### config.mk
export PLATFORM = sky130hd
export DESIGN_NAME = rxto_timer
export DESIGN_NICKNAME = d
export VERILOG_FILES = /design/src/rtl/rxto_pkg.sv /design/src/rtl/rxto_cmd_dec.sv /design/src/rtl/rxto_mode_ctl.sv /design/src/rtl/rxto_counter.sv /design/src/rtl/rxto_flag.sv /design/src/rtl/rxto_timer.sv
export SDC_FILE = /design/constraint.sdc
export NUM_CORES = 1
export LEC_CHECK = 0
export BUFFER_PORTS_ARGS = -buffer_cell sky130_fd_sc_hd__buf_2
export CORE_MARGIN = 8
export CORE_UTILIZATION = 53
export CTS_CLUSTER_SIZE = 25
export DETAILED_ROUTE_END_ITERATION = 7
export PLACE_DENSITY = 0.79
export SYNTH_ARGS = -nofsm -noshare
export SYNTH_HDL_FRONTEND = slang
export SYNTH_HIERARCHICAL = 1
export SYNTH_SLANG_ARGS = --single-unit
### constraint.sdc
create_clock -name clk -period 3.3 [get_ports clk]
set_input_delay 0.66 -clock clk [delete_from_list [all_inputs] [get_ports clk]]
set_output_delay 0.66 -clock clk [all_outputs]
set_load 0.05 [all_outputs]
### src/rtl/rxto_pkg.sv
package rxto_pkg;

  localparam logic [3:0] OP_CTR_START = 4'h8;
  localparam logic [3:0] OP_CTR_STOP  = 4'h9;
  localparam logic [3:0] OP_TMO_ON    = 4'hA;
  localparam logic [3:0] OP_TMO_OFF   = 4'hC;

  typedef struct packed {
    logic tmo_on;
    logic tmo_off;
    logic ctr_start;
    logic ctr_stop;
  } cmd_t;

endpackage

### src/rtl/rxto_cmd_dec.sv
module rxto_cmd_dec
  import rxto_pkg::*;
#(
  parameter int CMD_W = 8
) (
  input  logic             cmd_we,
  input  logic [CMD_W-1:0] cmd_data,
  output cmd_t             cmd
);
  localparam int OP_W = 4;

  logic [OP_W-1:0] opcode;
  logic            unused_low;

  assign opcode     = cmd_data[CMD_W-1 -: OP_W];
  assign unused_low = ^cmd_data[CMD_W-OP_W-1:0];

  always_comb begin
    cmd           = '0;
    cmd.tmo_on    = cmd_we && (opcode == OP_TMO_ON);
    cmd.tmo_off   = cmd_we && (opcode == OP_TMO_OFF);
    cmd.ctr_start = cmd_we && (opcode == OP_CTR_START);
    cmd.ctr_stop  = cmd_we && (opcode == OP_CTR_STOP);
  end

endmodule

### src/rtl/rxto_mode_ctl.sv
module rxto_mode_ctl
  import rxto_pkg::*;
(
  input  logic clk,
  input  logic rst,
  input  cmd_t cmd,
  input  logic char_push,
  output logic tmo_mode,
  output logic arm,
  output logic halt,
  output logic clr_cmd
);
  logic mode_q;

  always_ff @(posedge clk) begin
    if (rst)              mode_q <= 1'b0;
    else if (cmd.tmo_on)  mode_q <= 1'b1;
    else if (cmd.tmo_off) mode_q <= 1'b0;
  end

  assign tmo_mode = mode_q;
  assign clr_cmd  = cmd.tmo_on | cmd.tmo_off;

  always_comb begin
    halt = clr_cmd | (!mode_q & cmd.ctr_stop);
    arm  = !halt & (mode_q ? char_push : cmd.ctr_start);
  end


  mode_on_chk: assert property (@(posedge clk) disable iff (rst)
    cmd.tmo_on |=> mode_q);


  mode_off_chk: assert property (@(posedge clk) disable iff (rst)
    (cmd.tmo_off && !cmd.tmo_on) |=> !mode_q);

endmodule

### src/rtl/rxto_counter.sv
module rxto_counter #(
  parameter int CNT_W = 16
) (
  input  logic             clk,
  input  logic             rst,
  input  logic             tick,
  input  logic             arm,
  input  logic             halt,
  input  logic [CNT_W-1:0] preload,
  output logic             expire
);
  logic [CNT_W-1:0] cnt_q;
  logic             run_q;
  logic             pend_q;
  logic             at_zero;

  assign at_zero = (cnt_q == '0);
  assign expire  = tick && run_q && at_zero && !arm && !halt;

  always_ff @(posedge clk) begin
    if (rst) begin
      cnt_q  <= '0;
      run_q  <= 1'b0;
      pend_q <= 1'b0;
    end else if (halt) begin
      run_q  <= 1'b0;
      pend_q <= 1'b0;
    end else if (arm) begin
      run_q  <= 1'b0;
      pend_q <= 1'b1;
    end else if (tick) begin
      if (pend_q) begin
        cnt_q  <= preload;
        run_q  <= 1'b1;
        pend_q <= 1'b0;
      end else if (run_q) begin
        if (at_zero) run_q <= 1'b0;
        else         cnt_q <= cnt_q - 1'b1;
      end
    end
  end


  idle_hold_chk: assert property (@(posedge clk) disable iff (rst)
    (!tick && !arm && !halt) |=> ($stable(cnt_q) && $stable(run_q)));


  arm_wins_chk: assert property (@(posedge clk) disable iff (rst)
    (arm && !halt) |=> (pend_q && !run_q));


  stop_after_expire_chk: assert property (@(posedge clk) disable iff (rst)
    expire |=> (!run_q && !pend_q && cnt_q == '0));


  reload_chk: assert property (@(posedge clk) disable iff (rst)
    (pend_q && tick && !arm && !halt) |=> (run_q && cnt_q == $past(preload)));


  run_excl_chk: assert property (@(posedge clk) disable iff (rst)
    !(run_q && pend_q));

endmodule

### src/rtl/rxto_flag.sv
module rxto_flag (
  input  logic clk,
  input  logic rst,
  input  logic expire,
  input  logic clr_cmd,
  input  logic sts_clr,
  input  logic irq_mask,
  output logic ready,
  output logic irq
);
  logic ready_q, irq_q, ready_n;

  always_comb begin
    if (clr_cmd)      ready_n = 1'b0;
    else if (expire)  ready_n = 1'b1;
    else if (sts_clr) ready_n = 1'b0;
    else              ready_n = ready_q;
  end

  always_ff @(posedge clk) begin
    if (rst) begin
      ready_q <= 1'b0;
      irq_q   <= 1'b0;
    end else begin
      ready_q <= ready_n;
      irq_q   <= ready_n & irq_mask;
    end
  end

  assign ready = ready_q;
  assign irq   = irq_q;


  irq_src_chk: assert property (@(posedge clk) disable iff (rst)
    irq_q |-> ready_q);


  irq_masked_chk: assert property (@(posedge clk) disable iff (rst)
    !irq_mask |=> !irq_q);


  ready_hold_chk: assert property (@(posedge clk) disable iff (rst)
    (ready_q && !clr_cmd && !sts_clr) |=> ready_q);


  cmd_clear_chk: assert property (@(posedge clk) disable iff (rst)
    clr_cmd |=> !ready_q);


  expire_set_chk: assert property (@(posedge clk) disable iff (rst)
    (expire && !clr_cmd) |=> ready_q);

endmodule

### src/rtl/rxto_timer.sv
module rxto_timer
  import rxto_pkg::*;
#(
  parameter int PRE_W = 8,
  parameter int CMD_W = 8
) (
  input  logic             clk,
  input  logic             rst,
  input  logic             tick,
  input  logic             char_push,
  input  logic             cmd_we,
  input  logic [CMD_W-1:0] cmd_data,
  input  logic [PRE_W-1:0] preload_hi,
  input  logic [PRE_W-1:0] preload_lo,
  input  logic             sts_clr,
  input  logic             irq_mask,
  output logic             ready,
  output logic             irq
);
  localparam int CNT_W = 2 * PRE_W;

  cmd_t             cmd;
  logic             tmo_mode, arm, halt, clr_cmd, expire;
  logic [CNT_W-1:0] preload;

  assign preload = {preload_hi, preload_lo};

  rxto_cmd_dec #(.CMD_W(CMD_W)) u_dec (
    .cmd_we   (cmd_we),
    .cmd_data (cmd_data),
    .cmd      (cmd)
  );

  rxto_mode_ctl u_mode (
    .clk       (clk),
    .rst       (rst),
    .cmd       (cmd),
    .char_push (char_push),
    .tmo_mode  (tmo_mode),
    .arm       (arm),
    .halt      (halt),
    .clr_cmd   (clr_cmd)
  );

  rxto_counter #(.CNT_W(CNT_W)) u_cnt (
    .clk     (clk),
    .rst     (rst),
    .tick    (tick),
    .arm     (arm),
    .halt    (halt),
    .preload (preload),
    .expire  (expire)
  );

  rxto_flag u_flag (
    .clk      (clk),
    .rst      (rst),
    .expire   (expire),
    .clr_cmd  (clr_cmd),
    .sts_clr  (sts_clr),
    .irq_mask (irq_mask),
    .ready    (ready),
    .irq      (irq)
  );


  start_ignored_chk: assert property (@(posedge clk) disable iff (rst)
    (tmo_mode && cmd.ctr_start && !char_push && !ready && !expire) |=> !ready);

endmodule

Word-level counts from Yosys, hierarchy flattened --
Index checks and enable logic that the tools add are counted.
Operators by class: $add $sub $neg 1, multipliers 0, divide/modulo/power cells 0, $lt $le $gt $ge 0, equal/unequal tests 5, shifts and indexed selects 0, multiplexer cells 14, bitwise gates (word level) 7, reduce and logical (&&, ||, !) cells 18
Operator list (number):
- 16-bit 2-to-1 mux | 3
- 4-bit equality test (second input constant) | 4
- 16-bit logical NOT | 1
- 16-bit by 1-bit subtractor with 16-bit output (second input constant) | 1
- 1-bit 2-to-1 mux | 11
- 1-bit logical AND | 8
- 2-bit nonzero test | 3
- 5-bit AND reduction | 1
- 1-bit bitwise AND | 3
- 1-bit logical NOT | 3
- 3-bit OR reduction | 1
- 2-bit by 1-bit != test with 1-bit output (second input constant) | 1
- 1-bit NOT | 2
- 1-bit OR | 2
- 2-bit OR reduction | 1
Storage, ports and cells: flip-flop bits (word level) 21, latch bits 0, bits in writable memories 0, bits in read-only memories 0, input bits 31, output and inout bits 2, logic and storage cells 51, memories kept 0

Depth between registers and ports, before layout --
Gate-level depths: netlist (run 1).
word-level depth 12, mapped depth 9, mapped depth without buffers 8

Cells and area by module --
The synthesis (run 1) kept the hierarchy.
By module, submodules not included:
- rxto_counter | instances 1, cells each 154, area each 1164.9 um^2, seq. area each 360.3 um^2
- rxto_flag | instances 1, cells each 7, area each 96.3 um^2, seq. area each 40.0 um^2
- rxto_mode_ctl | instances 1, cells each 10, area each 71.3 um^2, seq. area each 20.0 um^2
- rxto_cmd_dec | instances 1, cells each 5, area each 45.0 um^2, seq. area each 0.0 um^2

Worst setup path after synthesis (run 1) --
No wires, ideal clock.
path kind input to register, start input port cmd_data[7], end register u_cnt.cnt_q[0], library setup time 0.095 ns, data arrival time 2.595 ns, data required time 3.205 ns, setup slack 0.610 ns, stages 8, path buffers 0, path through nand2_2 nor4b_1 or2_2 a21o_1 or4b_1 o21bai_1 o21ai_0 a221oi_1
RTL lines:
- from (decl) | line rxto_timer.sv:12 | input logic [CMD_W-1:0] cmd_data,
- to (signal assigned) | line rxto_counter.sv:33 | cnt_q <= preload;
- to (signal assigned) | line rxto_counter.sv:38 | else cnt_q <= cnt_q - 1'b1;
- to (decl) | line rxto_counter.sv:12 | logic [CNT_W-1:0] cnt_q;

==> results of run 1 <==
==> per-stage QoR <==
step,instance area (um^2),utilization [%],worst slack [ps]
3_5_place_dp,1530,61.6,365
2_1_floorplan,1380,-,610
3_3_place_gp,1530,61.6,463
5_1_grt,1550,62.7,441
6_report,1550,62.7,702
4_1_cts,1550,62.7,690
==> Yosys cell counts, drive strengths merged, types with 2 or more instances <==
library cell	number	share of area, %
nor4b	4	3.0
nand2b	3	1.9
or3b	2	1.3
o21a	2	1.1
or4	4	2.5
nand3	3	1.1
or4b	2	1.5
dfxtp	21	31
o31ai	4	2.2
buf	3	2.1
nor3	4	1.5
o41ai	2	1.3
nor4	7	4.7
clkbuf	6	1.6
a21oi	22	9.4
o21ai	20	8.1
a211oi	3	1.6
inv	8	2.2
nor2	8	2.2
nand2	31	8.6
==> cells by family (layout without fill, tap and decap cells) <==
logic type,count (synthesis),count (layout),share of synthesized area [%]
DFF,21,21,30.5
xor gates and xnor gates,1,1,0.636
AOI/OAI and AO/OA,63,63,31.4
and+or+nand+nor,73,73,30.6
buffers and inverters,17,43,5.90
adders and majority gates,1,1,0.908
==> final timing paths <==
check	start	endpoint	slack [ps]
max	cmd_data[4]	u_cnt/cnt_q[10]	700
min reg2reg	u_cnt/cnt_q[13]	u_cnt/cnt_q[13]	500
max reg2reg	u_cnt/cnt_q[0]	u_cnt/cnt_q[15]	1040
min	u_cnt/cnt_q[13]	u_cnt/cnt_q[13]	500
==> critical path, stage by stage <==
cell      delay (ps)
buf_2            120
nor4b_1          380
or2_2            250
a21oi_1           90
or4b_1           600
o21bai_1         240
buf_4            250
o211ai_1         110
a21oi_1          150
==> layer usage <==
layer  vias to the layer above  part of all wire (%)  global-route usage [%]  routed length, um
li1                        701                     -                       -                  -
met1                       651                    42                    18.1               1450
met2                        43                    50                    27.0               1730
met3                         4                   7.2                    3.52                250
met4                         0                  0.75                    6.27                 26
met5                         -                     0                       0                  0
==> placed cells by master (no fill, tap or decap), drive strengths merged <==
master   instances
or3b             2
o31ai            4
clkbuf           4
o211ai           1
or4b             2
o21a             2
dfxtp           21
and2             1
a21o             1
or4              4
nand2b           3
inv              8
buf             31
a221oi           1
a31oi            1
nand3            3
or3              1
a2111oi          1
or2b             1
a41oi            1
a211oi           3
or2              1
o21bai           1
xor2             1
o21ba            1
nor4b            4
o22a             1
ha               1
nor3b            1
nor4             7
o41ai            2
nor2             8
nand2           31
o21ai           20
o31a             1
nor3             4
a21oi           22
==> area by class of cell <==
class,instances,share of cell area [%]
clock buffers,4,1.69
flip-flops and latches,21,27.1
inverters,8,1.93
multi-input cells,138,56.4
well taps,30,2.42
repair buffers,31,10.5
==> registers in the layout, summed over array words and instances (netlist names) <==
signal,flops
u_mode/tmo_mode,1
u_cnt/run_q,1
u_cnt/cnt_q,16
u_flag/irq,1
u_flag/ready,1
u_cnt/pend_q,1
==> power breakdown <==
group | switching [W] | leakage, nW | internal (W)
Combinational | 0.0000557 | 0.417 | 0.0000460
Sequential | 0.00000389 | 0.169 | 0.000257
Clock | 0.0000806 | 0.0150 | 0.0000471
==> key figures, run 1 <==
Finish
  • Fin cells: 232
  • Area growth syn-to-layout: 12.7%
  • Share of layout cells above drive strength 1: 26.2%
  • Layout Nets: 235
  • Ant. Diodes: 0
  • FF+latch area: 420 um^2
  • FILL cells: 243
  • Area of the multi-input gates: 876 um^2

CTS
  • TritonCTS clock tree: yes
  • CTS Root Cell: clkbuf_4
  • Clk pin slew, worst setup/hold paths: 120 ps
  • Cts-stage hold buffer count: 0
  • Clock buffer count from CTS: 3
  • Post-CTS setup buffer count: 0
  • Clk sinks: 21
  • Clock Path Buffers: 2
  • Htree depth: 1
  • Post-CTS Resized: 0
  • Worst skew pair latency: 300 ps

Routing
  • Via-per-instance ratio: between 6 and 7
  • First-pass detailed-route iteration total: 4
  • Post-DRT Antenna Nets: 0
  • Final wirelength: 3460 um
  • Average wire per standard cell: approximately 15 um
  • Via count: about 1,400
  • DRC Markers: 0
  • Detailed Route Iter0 Violations: 59

Place
  • RePlAce Congestion: 0.791
  • Placed Cells: between 200 and 250
  • Input/output buffers: 28
  • Dpl hpwl: 2540 um

GRT
  • GRT Residual Overflow: 0
  • Vias in the first global route: 1,295
  • Initial antenna violation count: 0
  • GRT Util Overall: 15.6%
  • Global-route wire length before repair: 5680 um
  • Largest net degree at the start of global routing: 42

Die
  • Die area: 4490 um^2
  • Core Area: 2480 um^2
  • DIE HEIGHT: 67.0 um
  • Core Rows: 18
  • Die X: 67.0 um
  • Io pins: 33
  • Initial Util: a little under three fifths

Synth
  • Number of synthesized flops with an enable pin: 0
  • Synthesized area: approximately 1400 um^2
  • Cells after Synth: between 150 and 200
  • Syn avg cell area: 7.83 um^2
  • Synth Warn #: 6
  • Asr flop ratio synth: 0%
  • Synth Register Bits: 21
  • Netlist cell types: 50
  • Sequential area share after synthesis: 30.5%
  • Top_reg_cell synth: dfxtp_1
  • Synthesized net count: around 210

Timing
  • Final setup vio count: 0
  • Worst hold slack: 497 ps
  • RSZ-0062 raised after global routing: no
  • Fmax: slightly below 0.4 GHz
  • Fin crit period: 2600 ps
  • Relative slew slack: 44.5%
  • Worst Skew: 5.20 ps
  • Fin. Hold Viols: 0
  • Setup TNS Final: 0 ps
  • Final Max Tran Viols: 0
  • Worst slew pin tran: 825 ps
  • Final period utilization: between 70 and 80%

Setup path
  • Worst r2r path cells: 7
  • Worst Setup Start Kind: input port
  • Worst Path Max Fanout: 14
  • Critical Path RT: 3540 ps
  • Crit. End Element: register
  • Crit path kind: in2reg
  • WP data arrival: 2840 ps

Hold path
  • Hold Path Class: reg2reg
  • Hold depth: 2

Power
  • Design Power: 0.000490 W
  • Leakage: 0.602 nW
  • Peak supply drop: between 200 and 250 uV
  • PD cells: 316 nW/um^2

Run
  • Max Cap Viol: 0

Outcome
  • Status: completed
Power figures use the tool's default switching activity.
==> inputs of run 2 (changes only) <==
- CORE_UTILIZATION: 53 -> 48
- PLACE_DENSITY: 0.79 -> 0.76
- clock period: 3.3 -> 2.3 ns (I/O delays scaled with it)
==> key figures, run 2 (synthesized netlist as in run 1, its figures left out) <==
Timing
  • Fin. Hold Viols: 0
  • Worst setup margin: 78.7 ps
  • Worst slew pin tran: 547 ps
  • Fmax: 0.450 GHz
  • Relative slew slack: 63.3%
  • Final setup vio count: 0
  • Final period utilization: 96.6%
  • Worst Skew: 4.24 ps
  • Fin crit period: 2220 ps
  • Final Max Tran Viols: 0

GRT
  • GRT Residual Overflow: 0
  • GRT Util Overall: 14.0%
  • Global-route wire length before repair: approximately 6000 um
  • Largest net degree at the start of global routing: around 40
  • Vias in the first global route: 1,378
  • Initial antenna violation count: 0

CTS
  • Clock Path Buffers: 2
  • Clk sinks: 21
  • Htree depth: 1
  • Worst skew pair latency: 300 ps
  • Post-CTS setup buffer count: 0
  • CTS Root Cell: clkbuf_4
  • Cts-stage hold buffer count: 0
  • Clock buffer count from CTS: 3
  • Clk pin slew, worst setup/hold paths: about 120 ps
  • TritonCTS clock tree: yes
  • Post-CTS Resized: 0

Finish
  • Fin cells: roughly 240
  • Final Core Density: 61.4%
  • Area of the multi-input gates: just over 900 um^2
  • Max reg flops: 16
  • Most frequent cells in the layout: 30 x nand2_1, 28 x buf_2, 21 x dfxtp_1
  • FF+latch area: 420 um^2
  • Layout Nets: 246
  • Area growth syn-to-layout: 21.9%
  • Post-route cell area: 1680 um^2
  • Commonest non-fill, non-tap cell in the layout: nand2_1
  • Ant. Diodes: 0
  • Share of layout cells above drive strength 1: approximately 33%
  • FILL cells: ~270
  • Register bank with the most flops: u_cnt/cnt_q

Routing
  • Post-DRT Antenna Nets: 0
  • Final wirelength: 3550 um
  • First-pass detailed-route iteration total: 4
  • Via count: approximately 1,400
  • Detailed Route Iter0 Violations: 58
  • DRC Markers: 0
  • Via-per-instance ratio: 5.79
  • Average wire per standard cell: 14.6 um

Power
  • PD cells: 426 nW/um^2
  • Sw Ratio: 28.5%
  • Comb pwr share: between 20% and 30%
  • Sequential power share: 52.4%
  • Net Sw Power: 0.000203 W
  • Peak supply drop: around 290 uV
  • Clk pwr share: ~25%
  • Leakage: between 0.6 and 0.7 nW
  • Internal Pwr Total: 0.000511 W

Hold path
  • Hold Path Class: in2reg
  • Hold depth: 3
  • Hold Path End: u_flag/irq
  • Hold_sp: irq_mask

Setup path
  • Crit. End Element: register
  • Critical Path RT: between 2000 and 2500 ps
  • R2R setup slack: 100 ps
  • CP startpoint: cmd_data[7]
  • WP data arrival: 2410 ps
  • Worst reg2reg path startpoint: u_cnt/cnt_q[0]
  • Reg-to-reg endpoint: u_cnt/cnt_q[8]
  • Worst r2r path cells: 8
  • Worst Path Max Fanout: 14
  • Worst Setup Start Kind: input port
  • Crit path kind: in2reg

Die
  • Core Area: 2730 um^2
  • Initial Util: 50.4%
  • Die X: a little under 70 um
  • DIE HEIGHT: 69.6 um
  • Io pins: 33
  • Die area: 4840 um^2
  • Core Rows: 19

Place
  • Placed Area: 1620 um^2
  • RePlAce Congestion: 0.849
  • Dpl hpwl: 2590 um
  • Pre-CTS setup slack: -187 ps
  • Placed Cells: approximately 240
  • Input/output buffers: 28

Outcome
  • Status: completed

Run
  • Max Cap Viol: 0
run 2: changes by cell type in the layout (fill, tap and decap cells not counted):
cell	delta
buf_4	+10
nor4b_1	-2
nor4b_2	+2
o21ai_1	-2
o21ai_2	+2
buf_12	+1
o21bai_1	-1
o21bai_2	+1
or2_2	-1
or2_4	+1
or4b_1	-1
or4b_4	+1
run 2: worst max path at each step:
stage	to	cells past startpoint
detailed placement	u_cnt/cnt_q[1]	9
finish	u_cnt/cnt_q[8]	10
floorplan	u_cnt/cnt_q[0]	8
global route	u_cnt/cnt_q[10]	8
global placement	u_cnt/cnt_q[1]	8
CTS	u_cnt/cnt_q[5]	7
run 2: final cells by class:
cell class | count | share of cell area [%]
Multi-Input combinational cell | 138 | 53.9
Inverter | 8 | 1.79
Clock buffer | 4 | 1.56
Timing Repair Buffer | 42 | 15.4
Tap cell | 31 | 2.31
Sequential cell | 21 | 25.0
run 2: through the flow:
| stage | hold slack [ps] | setup TNS [ps] | total power, W |
|---|---|---|---|
| 6_report | 427 | 0 | 0.000715 |
| 4_1_cts | 409 | 0 | 0.000718 |
| 3_5_place_dp | 468 | -2300 | 0.000536 |
| 2_1_floorplan | 448 | 0 | 0.000484 |
| 5_1_grt | 432 | -4.25 | 0.000748 |
| 3_3_place_gp | 457 | -1350 | 0.000532 |
run 2: layer usage:
layer  vias to the layer above  global-route usage [%]  wire (um)
met2                        25                    25.4       1820
met3                         2                    2.72        141
met1                       662                    16.0       1580
met5                         -                       0          0
met4                         0                    4.10         12
li1                        723                       -          -
run 2: worst max-delay path: stages:
cell and delay (ps):
buf_2 80, nand2_2 80, nor4b_2 340, or2_4 190
a21oi_1 60, or4b_4 520, o21ba_4 300, buf_4 160
o21ai_2 140, a21oi_2 60
run 2: power by group through the flow:
stage | combinational (W) | sequential (W) | clock [W]
3_5_place_dp | 0.000154 | 0.000383 | 0
5_1_grt | 0.000175 | 0.000375 | 0.000198
2_1_floorplan | 0.000102 | 0.000381 | 0
4_1_cts | 0.000155 | 0.000374 | 0.000189
3_3_place_gp | 0.000150 | 0.000382 | 0
6_report | 0.000159 | 0.000375 | 0.000181
